File: config.mk
export PLATFORM = sky130hd
export DESIGN_NAME = tmr16_core
export DESIGN_NICKNAME = d
export VERILOG_FILES = /design/src/rtl/tmr16_pkg.sv /design/src/rtl/tmr_tick_gate.sv /design/src/rtl/tmr_byte_port.sv /design/src/rtl/tmr_count_unit.sv /design/src/rtl/tmr_flag_detect.sv /design/src/rtl/tmr16_core.sv
export SDC_FILE = /design/constraint.sdc
export NUM_CORES = 1
export LEC_CHECK = 0
export ABC_AREA = 1
export BUFFER_PORTS_ARGS = -buffer_cell sky130_fd_sc_hd__buf_2
export CORE_MARGIN = 1.5
export CORE_UTILIZATION = 55
export DETAILED_ROUTE_END_ITERATION = 16
export PLACE_DENSITY = 0.82
export SYNTH_ARGS = -nofsm -noshare
export SYNTH_HDL_FRONTEND = slang
export SYNTH_SLANG_ARGS = --single-unit
File: constraint.sdc
create_clock -name clk -period 1.65 [get_ports clk]
set_input_delay 0.2475 -clock clk [delete_from_list [all_inputs] [get_ports clk]]
set_output_delay 0.2475 -clock clk [all_outputs]
set_load 0.05 [all_outputs]
File: src/rtl/tmr16_pkg.sv
package tmr16_pkg;
  typedef enum logic {
    SEL_LO = 1'b0,
    SEL_HI = 1'b1
  } byte_sel_e;

  typedef enum logic [1:0] {
    OP_HOLD,
    OP_LOAD,
    OP_CLEAR,
    OP_STEP
  } cnt_op_e;
endpackage

File: src/rtl/tmr_tick_gate.sv
module tmr_tick_gate #(
  parameter int SEL_W = 3
) (
  input  logic [SEL_W-1:0] clk_sel,
  input  logic             tick,
  output logic             tick_g
);
  localparam logic [SEL_W-1:0] SEL_OFF = '0;
  assign tick_g = tick && (clk_sel != SEL_OFF);
endmodule

File: src/rtl/tmr_byte_port.sv
module tmr_byte_port
  import tmr16_pkg::*;
#(
  parameter int BYTE_W = 8,
  localparam int CNT_W = 2 * BYTE_W
) (
  input  logic              clk,
  input  logic              rst,
  input  logic              bus_en,
  input  logic              bus_we,
  input  logic              bus_addr,
  input  logic [BYTE_W-1:0] bus_wdata,
  input  logic [CNT_W-1:0]  cnt,
  output logic [BYTE_W-1:0] bus_rdata,
  output logic              load_en,
  output logic [CNT_W-1:0]  load_val
);
  logic [BYTE_W-1:0] hold_q;
  logic rd_lo, wr_hi;

  assign rd_lo    = bus_en && !bus_we && (bus_addr == SEL_LO);
  assign wr_hi    = bus_en &&  bus_we && (bus_addr == SEL_HI);
  assign load_en  = bus_en &&  bus_we && (bus_addr == SEL_LO);
  assign load_val = {hold_q, bus_wdata};

  always_ff @(posedge clk) begin
    if (rst)        hold_q <= '0;
    else if (wr_hi) hold_q <= bus_wdata;
    else if (rd_lo) hold_q <= cnt[CNT_W-1:BYTE_W];
  end

  always_comb begin
    if (bus_en && !bus_we && bus_addr == SEL_HI) bus_rdata = hold_q;
    else if (rd_lo)                              bus_rdata = cnt[BYTE_W-1:0];
    else                                         bus_rdata = '0;
  end

  assert_capture_R3: assert property (@(posedge clk) disable iff (rst)
    rd_lo |=> hold_q == $past(cnt[CNT_W-1:BYTE_W]));
  assert_hi_read_quiet_R13: assert property (@(posedge clk) disable iff (rst)
    (bus_en && !bus_we && bus_addr == SEL_HI) |=> $stable(hold_q));
endmodule

File: src/rtl/tmr_count_unit.sv
module tmr_count_unit
  import tmr16_pkg::*;
#(
  parameter int CNT_W = 16
) (
  input  logic             clk,
  input  logic             rst,
  input  logic             load_en,
  input  logic [CNT_W-1:0] load_val,
  input  logic             tick_g,
  input  logic             cnt_en,
  input  logic             dir_down,
  input  logic             clr,
  output logic [CNT_W-1:0] cnt,
  output logic             ovf_req
);
  localparam logic [CNT_W-1:0] ALL_ONES = '1;
  localparam logic [CNT_W-1:0] ONE = CNT_W'(1);

  cnt_op_e op;
  logic [CNT_W-1:0] cnt_d;
  logic wrap_up;

  always_comb begin
    if (load_en)              op = OP_LOAD;
    else if (tick_g && clr)   op = OP_CLEAR;
    else if (tick_g && cnt_en) op = OP_STEP;
    else                      op = OP_HOLD;
  end

  always_comb begin
    unique case (op)
      OP_LOAD:  cnt_d = load_val;
      OP_CLEAR: cnt_d = '0;
      OP_STEP:  cnt_d = dir_down ? cnt - ONE : cnt + ONE;
      default:  cnt_d = cnt;
    endcase
  end

  assign wrap_up = (op == OP_STEP) && !dir_down && (cnt == ALL_ONES);

  always_ff @(posedge clk) begin
    if (rst) begin
      cnt     <= '0;
      ovf_req <= 1'b0;
    end else begin
      cnt     <= cnt_d;
      ovf_req <= wrap_up;
    end
  end

  assert_cpu_wins_R9: assert property (@(posedge clk) disable iff (rst)
    load_en |=> cnt == $past(load_val));
  assert_step_up_R5: assert property (@(posedge clk) disable iff (rst)
    (tick_g && cnt_en && !clr && !dir_down && !load_en) |=> cnt == $past(cnt) + ONE);
  assert_step_down_R6: assert property (@(posedge clk) disable iff (rst)
    (tick_g && cnt_en && !clr && dir_down && !load_en) |=> cnt == $past(cnt) - ONE);
  assert_clear_R7: assert property (@(posedge clk) disable iff (rst)
    (tick_g && clr && !load_en) |=> cnt == '0);
  assert_idle_hold_R8: assert property (@(posedge clk) disable iff (rst)
    (!tick_g && !load_en) |=> $stable(cnt));
  assert_ovf_source_R12: assert property (@(posedge clk) disable iff (rst)
    ovf_req |-> (cnt == '0) && ($past(cnt) == ALL_ONES));
endmodule

File: src/rtl/tmr_flag_detect.sv
module tmr_flag_detect #(
  parameter int CNT_W = 16
) (
  input  logic [CNT_W-1:0] cnt,
  input  logic [CNT_W-1:0] top_val,
  output logic             at_top,
  output logic             at_bottom
);
  assign at_bottom = (cnt == '0);
  assign at_top    = (cnt == top_val);
endmodule

File: src/rtl/tmr16_core.sv
module tmr16_core #(
  parameter int BYTE_W = 8,
  parameter int SEL_W  = 3,
  localparam int CNT_W = 2 * BYTE_W
) (
  input  logic              clk,
  input  logic              rst,
  input  logic [SEL_W-1:0]  clk_sel,
  input  logic              tick,
  input  logic              cnt_en,
  input  logic              dir_down,
  input  logic              clr,
  input  logic [CNT_W-1:0]  top_val,
  input  logic              bus_en,
  input  logic              bus_we,
  input  logic              bus_addr,
  input  logic [BYTE_W-1:0] bus_wdata,
  output logic [BYTE_W-1:0] bus_rdata,
  output logic              at_top,
  output logic              at_bottom,
  output logic              ovf_req
);
  logic             tick_g;
  logic             load_en;
  logic [CNT_W-1:0] load_val;
  logic [CNT_W-1:0] cnt;

  tmr_tick_gate #(.SEL_W(SEL_W)) u_gate (
    .clk_sel(clk_sel), .tick(tick), .tick_g(tick_g)
  );

  tmr_byte_port #(.BYTE_W(BYTE_W)) u_port (
    .clk(clk), .rst(rst), .bus_en(bus_en), .bus_we(bus_we),
    .bus_addr(bus_addr), .bus_wdata(bus_wdata), .cnt(cnt),
    .bus_rdata(bus_rdata), .load_en(load_en), .load_val(load_val)
  );

  tmr_count_unit #(.CNT_W(CNT_W)) u_count (
    .clk(clk), .rst(rst), .load_en(load_en), .load_val(load_val),
    .tick_g(tick_g), .cnt_en(cnt_en), .dir_down(dir_down), .clr(clr),
    .cnt(cnt), .ovf_req(ovf_req)
  );

  tmr_flag_detect #(.CNT_W(CNT_W)) u_flags (
    .cnt(cnt), .top_val(top_val), .at_top(at_top), .at_bottom(at_bottom)
  );

  assert_stopped_hold_R8: assert property (@(posedge clk) disable iff (rst)
    (clk_sel == '0 && !(bus_en && bus_we && !bus_addr)) |=> $stable(cnt));
  assert_hi_write_only_R2: assert property (@(posedge clk) disable iff (rst)
    (bus_en && bus_we && bus_addr && !tick_g) |=> $stable(cnt));
endmodule

; Word level (Yosys, flattened, before mapping)
; Index checks and enable logic that the tools add are counted.
[op_classes]
n_eq_ne = 5
n_reduce_logical = 17
mux = 9
n_bitwise = 1
n_addsub = 2
[op_table]
columns = operator, count
row1 = one-hot mux 16 bit (3 select lines), 1
row2 = two-way mux 8 bit, 4
row3 = adder 16 x 1 -> 16 bit (second input constant), 1
row4 = == test 16 bit, 1
row5 = == test 16 bit (second input constant), 1
row6 = zero test 16 bit, 1
row7 = two-way mux 16 bit, 1
row8 = subtractor 16 x 1 -> 16 bit (second input constant), 1
row9 = logical AND 1 bit, 11
row10 = two-way mux 2 bit, 3
row11 = nonzero test 3 bit, 2
row12 = == test 2 bit (second input constant), 2
row13 = == test 2 x 1 -> 1 bit (second input constant), 1
row14 = zero test 1 bit, 2
row15 = nonzero test 2 bit, 1
row16 = NOT 1 bit, 1
[totals]
word_cells = 37
ff_bits = 25
input_bits = 36

; Logic depth before layout (Yosys ltp)
; Gate-level depths: netlist of run 1.
[logic_depth]
word_depth = 9
mapped_depth = 10
ltp_nobuf = 10

; Modules after synthesis
; Synthesis of run 1 repeated with hierarchy kept, for this count alone.
[unflattened]
cells_unflattened = 480
hier_area_um2 = 2750.1
[by_module_without_submodules]
columns = module, cells_per_inst, area_per_inst_um2, n_inst
row1 = tmr_count_unit, 302, 1794.2, 1
row2 = tmr_byte_port, 116, 656.9, 1
row3 = tmr_flag_detect, 58, 282.8, 1
row4 = tmr_tick_gate, 4, 16.3, 1

; Worst setup path after synthesis of run 1
; Ideal clock, no wire load.
[synth_path]
path_type = register to output
from = register u_count.cnt[1]
to = output at_top
slack_ns = -0.923
required_time_ns = 1.402
stages_incl_launch_ff = 6
n_path_buf = 0
arrival_time_ns = 2.325
path_cell_list = dfxtp_1 > inv_1 > or2_2 > o2111ai_1 > nor2_1 > nor4b_1
[synth_between]
elab_chain_cells = 1
[synth_rtl]
columns = element, line
row1 = from (decl), tmr_count_unit.sv:14  ; output logic [CNT_W-1:0] cnt,
row2 = from (signal assigned), tmr_count_unit.sv:47  ; cnt <= cnt_d;
row3 = == test 16 bit, tmr_flag_detect.sv:10  ; assign at_top = (cnt == top_val);
row4 = to (decl), tmr16_core.sv:19  ; output logic at_top,
; No other way between the ends.

; Worst setup path in the final report of run 1
[layout_path]
from = register u_count.cnt[4]
to = output at_top
; Same word-level chain as after synthesis.

==> results by group, run 1 <==
Outcome
  • Status: complete, but fails checks
  • Failing checks: setup timing

Timing
  • Crit share post-route: 108%
  • Final Skew: 7.04 ps
  • Final WS setup: -134 ps
  • # setup viols final: 4
  • Setup TNS: -248 ps
  • F_max: 0.561 GHz
  • Fin. max-slew vios: 0
  • Slew @ Worst Pin: 459 ps
  • Final Hold Fails: 0
  • Tmin final: 1780 ps
  • RSZ-0062 raised after global routing: yes
  • Relative slew slack: 69.4%

Die
  • Core area: 4350 sq um
  • IO Pins: 47
  • Initial core utilization: 57.1%
  • # rows: 24
  • Die width: 70.2 microns
  • Die area: 4930 sq um
  • Chip height: 70.2 microns

Critical path
  • CP required: 1400 ps
  • Crit-path max FO: 3
  • Crit path kind: flop to primary output
  • Critical Path AT: 1540 ps
  • Worst Setup End Kind: primary output
  • CP startpoint kind: flop

Final layout
  • Most frequent cells in the layout: nand2_1 (83), inv_1 (66), buf_2 (41), buf_4 (38)
  • Area Overhead vs Synth: 37.7%
  • Share of layout cells above drive strength 1: 38.8%
  • Layout Cells excl Fill: 537
  • Filler Cells Inserted: 325
  • Reg area: 524 sq um
  • Nets: 537
  • Inserted Diodes: 0
  • Commonest non-fill, non-tap cell in the layout: nand2_1
  • Multi-input logic area: 1960 sq um

Place
  • Dpl cells: 528
  • Final Wtd Congestion: 1.00
  • DP Wirelength: 6140 microns
  • PortBufs: 46

Power
  • Seq pwr share: 34.2%
  • Worst VDD drop: 381 uV
  • Power Density: 606 nW/um^2
  • Clock power frac: 19.1%
  • Sw frac: 40.2%
  • Internal: 1.24 mW
  • Gate power share: 46.7%
  • P_leak: 1.65 nW
  • Psw: 0.834 mW

Synth
  • Synthesized area: 2480 sq um
  • Xor/xnor cell area share of the yosys netlist: 4.23%
  • Post-synthesis cell type count: 34
  • EDFF count, synth: 0
  • Register area share after synthesis: 20.1%
  • Yosys reg bits: 25
  • Top_reg_cell synth: dfxtp_1
  • Fraction of registers with async set/reset: 0%
  • Cells after Synth: 405
  • YS warnings: 0
  • Post-synth net total: 456
  • Avg Inst Size Synth: 6.14 sq um
  • Synth Area in Adders: 7.85%
  • Largest family of logic cells by synthesized area: simple AND/OR/NAND/NOR gates
  • Synth Area in Compound Gates: 18.3%
  • Fraction of synthesized area in multiplexers: 0%
  • Synth Area in Simple Gates: 35.9%

CTS
  • H-tree level count: 1
  • Clk pin slew, worst setup/hold paths: 100 ps
  • Hold Buf Count CTS: 0
  • Sink Count: 25
  • CTS root buf: clkbuf_8
  • TritonCTS clock tree: done
  • Clock Latency Late Sink: 280 ps
  • Max Root-Sink Buffers: 2
  • CTS Buf Count: 3

Job
  • Max Cap Viol: 0

Global route
  • Largest net degree at the start of global routing: 18
  • Vias in the first global route: 2791
  • Initial antenna violation count: 0
  • First-pass GRT wire length: 12900 microns
  • Grt ovf: 0
  • GRT Overall Usage: 32.9%

Routing
  • Vias after detailed routing: 3110
  • Vias per inst: 5.79
  • Drt first pass iters: 5
  • Antenna Violating Nets Remaining: 0
  • Drt first-iter violations: 338
  • Routed wire per std cell: 15.8 microns
  • DRC violations left: 0
  • Routed WL: 8510 microns

Min path
  • Type of the worst min-delay path: input pin to flop
registers in the layout, summed over array words and instances (netlist names):
signal	cells
u_port.hold_q	8
u_count.cnt	16
u_count.ovf_req	1
cell type report:
class                      count  share of cell area, %
timing repair buffer          84                   15.9
inverter                      75                   8.27
multi-input combinational    297                   57.3
sequential                    25                   15.3
clock buffer                   3                   1.21
tap                           52                   1.90
clock inverter                 1                  0.146
per-stage QoR:
step                      setup WS [ps]  area (sq um)  total power, mW  hold slack [ps]  utilization [%]
after global placement             -204          3000             1.48              479             69.0
after CTS                          -121          3170             1.92              255             72.7
after detailed placement           -252          3000             1.51              492             69.0
after global routing               -210          3420             2.18              302             78.6
after floorplan                    23.7          2510             1.21              420                -
final                              -134          3420             2.07              268             78.6
worst paths after layout:
| check | from | end | slack [ps] | cells past startpoint |
|---|---|---|---|---|
| setup / recovery | u_count.cnt[4] | at_top | -130 | 5 |
| hold / removal | bus_wdata[6] | u_count.cnt[6] | 270 | 3 |
| setup reg to reg | u_count.cnt[4] | u_count.cnt[15] | -30 | 10 |
| hold reg to reg | u_port.hold_q[6] | u_port.hold_q[6] | 510 | 2 |
synthesized netlist by cell type (3+ instances only):
master / instances / area, sq um
inv_1: 72 / 270
dfxtp_1: 25 / 500
nand2_1: 99 / 372
nand4_1: 10 / 62.6
a21oi_1: 40 / 200
nand3_1: 24 / 120
o22ai_1: 8 / 50.1
nor2_1: 18 / 67.6
nor4_1: 4 / 25.0
nor3_1: 4 / 20.0
or2_2: 10 / 62.6
ha_1: 14 / 175
o21ai_0: 34 / 170
xnor2_1: 11 / 96.3
nand3b_1: 3 / 22.5
nand3_2: 4 / 40.0
power by group through the flow:
| stage | combinational [mW] | sequential [mW] | clock, mW |
|---|---|---|---|
| 2_1_floorplan | 0.521 | 0.690 | 0 |
| 6_report | 0.968 | 0.710 | 0.396 |
| 3_5_place_dp | 0.800 | 0.708 | 0 |
| 3_3_place_gp | 0.777 | 0.707 | 0 |
| 5_1_grt | 1.06 | 0.713 | 0.406 |
| 4_1_cts | 0.841 | 0.699 | 0.384 |
worst max-delay path, cell delays in order, from the launching register on:
cell,delay (ps)
dfxtp_4,380
xnor2_2,110
nand3_1,90
nand3b_1,200
nor4b_4,280
buf_6,190
logic make-up after synthesis:
kind of cell | count (synthesis)
buffers and inverters | 83
AO/OA/AOI/OAI | 86
XOR/XNOR | 12
flip-flops | 25
adder cells (fa/ha/maj) | 15
AND/OR/NAND/NOR | 184
routing by layer:
layer / up-vias / global-route usage [%] / part of all wire, %
li1: 1482 / - / -
met4: 0 / 13.0 / 3.4
met3: 27 / 2.89 / 7.2
met5: - / 0 / 0
met2: 172 / 56.6 / 49
met1: 1429 / 42.5 / 40
timing repair:
| item | in CTS | in global routing |
|---|---|---|
| hold endpoints to repair | 0 | 0 |
| endpoints found under the setup margin | 8 | 18 |
| gates resized for setup | 27 | 62 |
| setup buffers | 4 | 1 |
| pin swaps | 8 | 11 |
Power figures use the tool's default switching activity.
==> run 2: changes to the inputs <==
--- a/config.mk
+++ b/config.mk
@@ -7,7 +7,7 @@
 export LEC_CHECK = 0
 export ABC_AREA = 1
 export BUFFER_PORTS_ARGS = -buffer_cell sky130_fd_sc_hd__buf_2
-export CORE_MARGIN = 1.5
+export CORE_MARGIN = 4
 export CORE_UTILIZATION = 55
 export DETAILED_ROUTE_END_ITERATION = 16
 export PLACE_DENSITY = 0.82
==> constraint.sdc (replaced) <==
create_clock -name clk -period 1.8 [get_ports clk]
set_input_delay 0.27 -clock clk [delete_from_list [all_inputs] [get_ports clk]]
set_output_delay 0.27 -clock clk [all_outputs]
set_load 0.05 [all_outputs]
==> results by group, run 2 (synthesis gave the netlist of run 1 again) <==
Outcome
  • Status: complete, but fails checks (unchanged)
  • Failing checks: setup timing (unchanged)

Critical path
  • Cell count of the worst reg-to-reg path: 7 (was 10)
  • Worst Setup End Kind: primary output (unchanged)
  • CP required: 1530 ps (was 1400 ps)
  • Max stage delay on crit path: 380 ps (about the same)
  • Crit-path max FO: 4 (was 3)
  • Worst Setup SP: u_count.cnt[4] (unchanged)
  • Critical Path Sink: at_top (unchanged)
  • Critical Path AT: 1560 ps (was 1540 ps)
  • CP startpoint kind: flop (unchanged)
  • Crit path kind: flop to primary output (unchanged)
  • Slowest cell on crit path: dfxtp_4 (unchanged)
  • RR Endpoint: u_count.cnt[7] (was u_count.cnt[15])
  • Worst-path cell chain: xnor2_2, nand3_1, nand3b_1, nor4b_2, buf_4 (was xnor2_2, nand3_1, nand3b_1, nor4b_4, buf_6)
  • Origin of the critical flop-to-flop path: u_count.cnt[2] (was u_count.cnt[4])
  • Setup slack, reg-to-reg: 120 ps (was -30 ps)

Global route
  • Initial antenna violation count: 0 (unchanged)
  • Largest net degree at the start of global routing: 18 (unchanged)
  • First-pass GRT wire length: 12100 microns (was 12900 microns)
  • GRT Overall Usage: 28.0% (was 32.9%)
  • Grt ovf: 0 (unchanged)
  • Vias in the first global route: 2694 (was 2791)

Timing
  • RSZ-0062 raised after global routing: yes (unchanged)
  • F_max: 0.547 GHz
  • Relative slew slack: 65.5% (was 69.4%)
  • Slew @ Worst Pin: 518 ps (was 459 ps)
  • Crit share post-route: 102%
  • Final Hold Fails: 0 (unchanged)
  • # setup viols final: 1 (was 4)
  • Final WS setup: -29.0 ps (was -134 ps)
  • Fin. max-slew vios: 0 (unchanged)
  • Tmin final: 1830 ps
  • Final Skew: 7.01 ps (was 7.04 ps)

CTS
  • CTS root buf: clkbuf_8 (unchanged)
  • Max Root-Sink Buffers: 2 (unchanged)
  • Sink Count: 25 (unchanged)
  • Clk pin slew, worst setup/hold paths: 100 ps (about the same)
  • H-tree level count: 1 (unchanged)
  • CTS Buf Count: 3 (unchanged)
  • TritonCTS clock tree: done (unchanged)
  • Clock Latency Late Sink: 280 ps (about the same)

Routing
  • Vias per inst: 5.72 (was 5.79)
  • Routed wire per std cell: 15.0 microns (was 15.8 microns)
  • Routed WL: 7770 microns (was 8510 microns)
  • Drt first pass iters: 5 (unchanged)
  • Antenna Violating Nets Remaining: 0 (unchanged)
  • Vias after detailed routing: 2958 (was 3110)
  • DRC violations left: 0 (unchanged)
  • Drt first-iter violations: 337 (was 338)

Final layout
  • Layout Cells excl Fill: 517 (was 537)
  • Commonest non-fill, non-tap cell in the layout: nand2_1 (unchanged)
  • Most frequent cells in the layout: nand2_1 (96), inv_1 (66), buf_2 (43), a21oi_1 (40), o21ai_0 (34) (was nand2_1 (83), inv_1 (66), buf_2 (41), buf_4 (38))
  • Share of layout cells above drive strength 1: 26.7% (was 38.8%)
  • Filler Cells Inserted: 405 (was 325)
  • Post-route cell area: 3000 sq um (was 3420 sq um)
  • Largest registers: u_count.cnt: 16 flops, u_port.hold_q: 8 flops, u_count.ovf_req: 1 flops (unchanged)
  • Top reg by flops: u_count.cnt (unchanged)
  • Nets: 517 (was 537)
  • Inserted Diodes: 0 (unchanged)
  • Max FFs per register: 16 (unchanged)
  • Area Overhead vs Synth: 20.7% (was 37.7%)

Power
  • Power Density: 573 nW/um^2 (was 606 nW/um^2)
  • Worst VDD drop: 383 uV (was 381 uV)
  • Final Power: 1.72 mW (was 2.07 mW)
  • P_leak: 1.50 nW (was 1.65 nW)

Die
  • # rows: 24 (unchanged)
  • IO Pins: 47 (unchanged)
  • Initial core utilization: 57.1% (unchanged)
  • Chip height: 75.2 microns (was 70.2 microns)
  • Die width: 75.2 microns (was 70.2 microns)
  • Core area: 4350 sq um (unchanged)
  • Die area: 5660 sq um (was 4930 sq um)

Job
  • Max Cap Viol: 0 (unchanged)

Place
  • Dpl cells: 512 (was 528)
  • Area of placed instances: 2870 sq um (was 3000 sq um)
  • Final Wtd Congestion: 0.991 (was 1.00)
  • PortBufs: 46 (unchanged)
  • DP Wirelength: 6140 microns (about the same)

Min path
  • Type of the worst min-delay path: input pin to flop (unchanged)
[run 2: critical path, delay by kind of cell, from the launching register on]
kind / cells / cell delay, ps
AND/OR/NAND/NOR: 3 / 530
flip-flops: 1 / 380
XOR/XNOR: 1 / 130
buffers and inverters: 1 / 240
[run 2: final cells by class]
cell class	instances	area (sq um)	area share [%]
clock buffers	3	41.3	1.38
flip-flops and latches	25	528	17.6
multi-input cells	297	1690	56.4
repair buffers	64	380	12.7
clock inverters	1	7.51	0.250
inverters	75	285	9.51
well taps	52	65.1	2.17
[run 2: where the power goes]
group	switching [mW]	leakage [nW]	internal (mW)	total, mW
registers	0.0551	0.212	0.596	0.651
clock network	0.206	0.0217	0.157	0.363
logic	0.426	1.27	0.280	0.706
[run 2: per-layer routing]
| metal | GRT usage (%) | part of all wire (%) |
|---|---|---|
| met2 | 48.0 | 47 |
| met4 | 13.2 | 4.9 |
| met3 | 5.07 | 9.1 |
| met5 | 0 | 0 |
| met1 | 33.8 | 39 |
[run 2: worst min-delay path by stage]
stage / from / to / slack [ps] / cells past startpoint
global route: bus_wdata[7] / u_count.cnt[7] / 280 / 3
global placement: u_port.hold_q[4] / u_port.hold_q[4] / 470 / 2
detailed placement: u_port.hold_q[4] / u_port.hold_q[4] / 480 / 2
finish: bus_wdata[6] / u_count.cnt[6] / 280 / 3
CTS: bus_wdata[6] / u_count.cnt[6] / 270 / 3
floorplan: bus_wdata[3] / u_count.cnt[3] / 440 / 2
[run 2: stage by stage]
step                hold slack (ps)  setup slack (ps)  util [%]  TNS (ps)
floorplan                       443             -98.6         -     -98.6
global placement                471             -64.8      65.8      -239
detailed placement              476             -99.6      65.8      -485
CTS                             274             -3.11      67.4     -3.11
global route                    282             -92.8      68.9     -95.2
finish                          281             -29.0      68.9     -29.0
[run 2: what timing repair did]
| action | in CTS | in global routing |
|---|---|---|
| buffers inserted | 0 | 1 |
| endpoints found under the setup margin | 2 | 10 |
| gates resized for setup | 16 | 23 |
| pin swaps | 0 | 7 |
| hold buffers | 0 | 0 |
==> run 3: changes to the inputs <==
==> constraint.sdc (replaced) <==
create_clock -name clk -period 2.1 [get_ports clk]
set_input_delay 0.315 -clock clk [delete_from_list [all_inputs] [get_ports clk]]
set_output_delay 0.315 -clock clk [all_outputs]
set_load 0.05 [all_outputs]
==> results by group, run 3 (synthesis gave the netlist of run 1 again) <==
Outcome
  • Status: complete, no violations (was complete, but fails checks)

Die
  • IO Pins: 47 (unchanged)
  • Core area: 4350 sq um (unchanged)
  • Chip height: 75.2 microns (unchanged)
  • Die width: 75.2 microns (unchanged)
  • Die area: 5660 sq um (unchanged)
  • Initial core utilization: 57.1% (unchanged)
  • # rows: 24 (unchanged)

Final layout
  • Post-route cell area: 2790 sq um (was 3000 sq um)
  • Max FFs per register: 16 (unchanged)
  • Commonest non-fill, non-tap cell in the layout: nand2_1 (unchanged)
  • Top reg by flops: u_count.cnt (unchanged)
  • Filler Cells Inserted: 422 (was 405)
  • Inserted Diodes: 0 (unchanged)
  • Layout Cells excl Fill: 500 (was 517)
  • Most frequent cells in the layout: nand2_1 (99), inv_1 (72), buf_2 (46), a21oi_1 (40), o21ai_0 (34) (was nand2_1 (96), inv_1 (66), buf_2 (43), a21oi_1 (40), o21ai_0 (34))
  • Largest registers: u_count.cnt: 16 flops, u_port.hold_q: 8 flops, u_count.ovf_req: 1 flops (unchanged)
  • Share of layout cells above drive strength 1: 17.2% (was 26.7%)
  • Nets: 500 (was 517)
  • Area Overhead vs Synth: 12.3% (was 20.7%)
  • Post-layout util: 64.1% (was 68.9%)

Timing
  • Tmin final: 2010 ps
  • Final Skew: 7.17 ps (was 7.01 ps)
  • Final WS setup: 91.2 ps (was -29.0 ps)
  • Hold slack: 338 ps (was 281 ps)
  • Relative slew slack: 65.2% (was 65.5%)
  • Setup TNS: 0 ps (was -29.0 ps)
  • # setup viols final: 0 (was 1)
  • F_max: 0.498 GHz
  • Crit share post-route: 95.7%
  • Slew @ Worst Pin: 520 ps (was 518 ps)
  • RSZ-0062 raised after global routing: no (was yes)
  • Fin. max-slew vios: 0 (unchanged)
  • Final Hold Fails: 0 (unchanged)

Min path
  • Type of the worst min-delay path: input pin to flop (unchanged)

Place
  • Area of placed instances: 2750 sq um (was 2870 sq um)
  • Dpl cells: 496 (was 512)
  • DP Wirelength: 5710 microns (was 6140 microns)
  • Final Wtd Congestion: 0.975 (was 0.991)
  • Post-Place Setup Slack: 87.2 ps (was -99.6 ps)
  • PortBufs: 46 (unchanged)

CTS
  • Max Root-Sink Buffers: 2 (unchanged)
  • CTS root buf: clkbuf_8 (unchanged)
  • CTS Buf Count: 3 (unchanged)
  • Clk pin slew, worst setup/hold paths: 90 ps (was 100 ps)
  • TritonCTS clock tree: done (unchanged)
  • Clock Latency Late Sink: 270 ps (was 280 ps)
  • H-tree level count: 1 (unchanged)
  • Sink Count: 25 (unchanged)
  • # resized after CTS: 0 (was 16)
  • Postcts setup bufs: 0 (unchanged)
  • Hold Buf Count CTS: 0 (unchanged)

Routing
  • Routed WL: 7170 microns (was 7770 microns)
  • Antenna Violating Nets Remaining: 0 (unchanged)
  • DRC violations left: 0 (unchanged)
  • Routed wire per std cell: 14.3 microns (was 15.0 microns)
  • Vias per inst: 5.71 (was 5.72)
  • Drt first-iter violations: 256 (was 337)
  • Vias after detailed routing: 2854 (was 2958)
  • Drt first pass iters: 5 (unchanged)

Global route
  • Initial antenna violation count: 0 (unchanged)
  • First-pass GRT wire length: 11300 microns (was 12100 microns)
  • Vias in the first global route: 2531 (was 2694)
  • GRT Overall Usage: 25.7% (was 28.0%)
  • Grt ovf: 0 (unchanged)
  • Largest net degree at the start of global routing: 18 (unchanged)

Critical path
  • CP required: 1780 ps (was 1530 ps)
  • CP startpoint kind: flop (unchanged)
  • Worst Setup End Kind: primary output (unchanged)
  • Critical Path AT: 1690 ps (was 1560 ps)
  • Crit path kind: flop to primary output (unchanged)
  • Crit-path max FO: 5 (was 4)

Power
  • Worst VDD drop: 365 uV (was 383 uV)
  • P_leak: 1.39 nW (was 1.50 nW)
  • Final Power: 1.38 mW (was 1.72 mW)
  • Power Density: 496 nW/um^2 (was 573 nW/um^2)

Job
  • Max Cap Viol: 0 (unchanged)
run 3: changes by cell type in the layout (fill, tap and decap cells not counted), moves of 2 or more:
| cell | delta |
|---|---|
| buf_2 | +3 |
| dfxtp_1 | +16 |
| dfxtp_2 | -13 |
| dfxtp_4 | -3 |
| nand2_2 | -3 |
| inv_1 | +6 |
| buf_6 | -2 |
| inv_2 | -5 |
| nand2_1 | +3 |
| buf_4 | -17 |
run 3: final timing paths:
kind                    startpoint          endpoint  slack, ps  cells past startpoint
hold / removal        bus_wdata[6]    u_count.cnt[6]        340                      3
setup reg to reg   u_count.cnt[10]   u_count.cnt[15]        290                     10
hold reg to reg   u_port.hold_q[7]  u_port.hold_q[7]        490                      2
setup / recovery   u_count.cnt[10]            at_top         90                      4
run 3: critical path, stage by stage, from the launching register on:
cell     delay (ps)
dfxtp_1         510
xnor2_1         190
nand4_1         140
nor4b_2         280
buf_2           300
run 3: power by group:
group | internal [mW] | switching [mW] | leakage, nW
logic | 0.197 | 0.347 | 1.17
registers | 0.507 | 0.0425 | 0.205
clock network | 0.136 | 0.154 | 0.0228
total | 0.840 | 0.543 | 1.39
run 3: area by class of cell:
type                       instances  area, sq um  area share, %
sequential                        25          500           17.9
timing repair buffer              47          238           8.52
multi-input combinational        297         1660           59.5
clock buffer                       4         45.0           1.61
inverter                          75          283           10.1
tap                               52         65.1           2.33
run 3: metal layers:
| layer | global-route usage (%) | vias to the layer above | share of wire (%) |
|---|---|---|---|
| met4 | 9.90 | 0 | 3.3 |
| li1 | - | 1406 | - |
| met5 | 0 | - | 0 |
| met3 | 3.60 | 24 | 8.8 |
| met2 | 42.0 | 156 | 46 |
| met1 | 34.3 | 1268 | 42 |
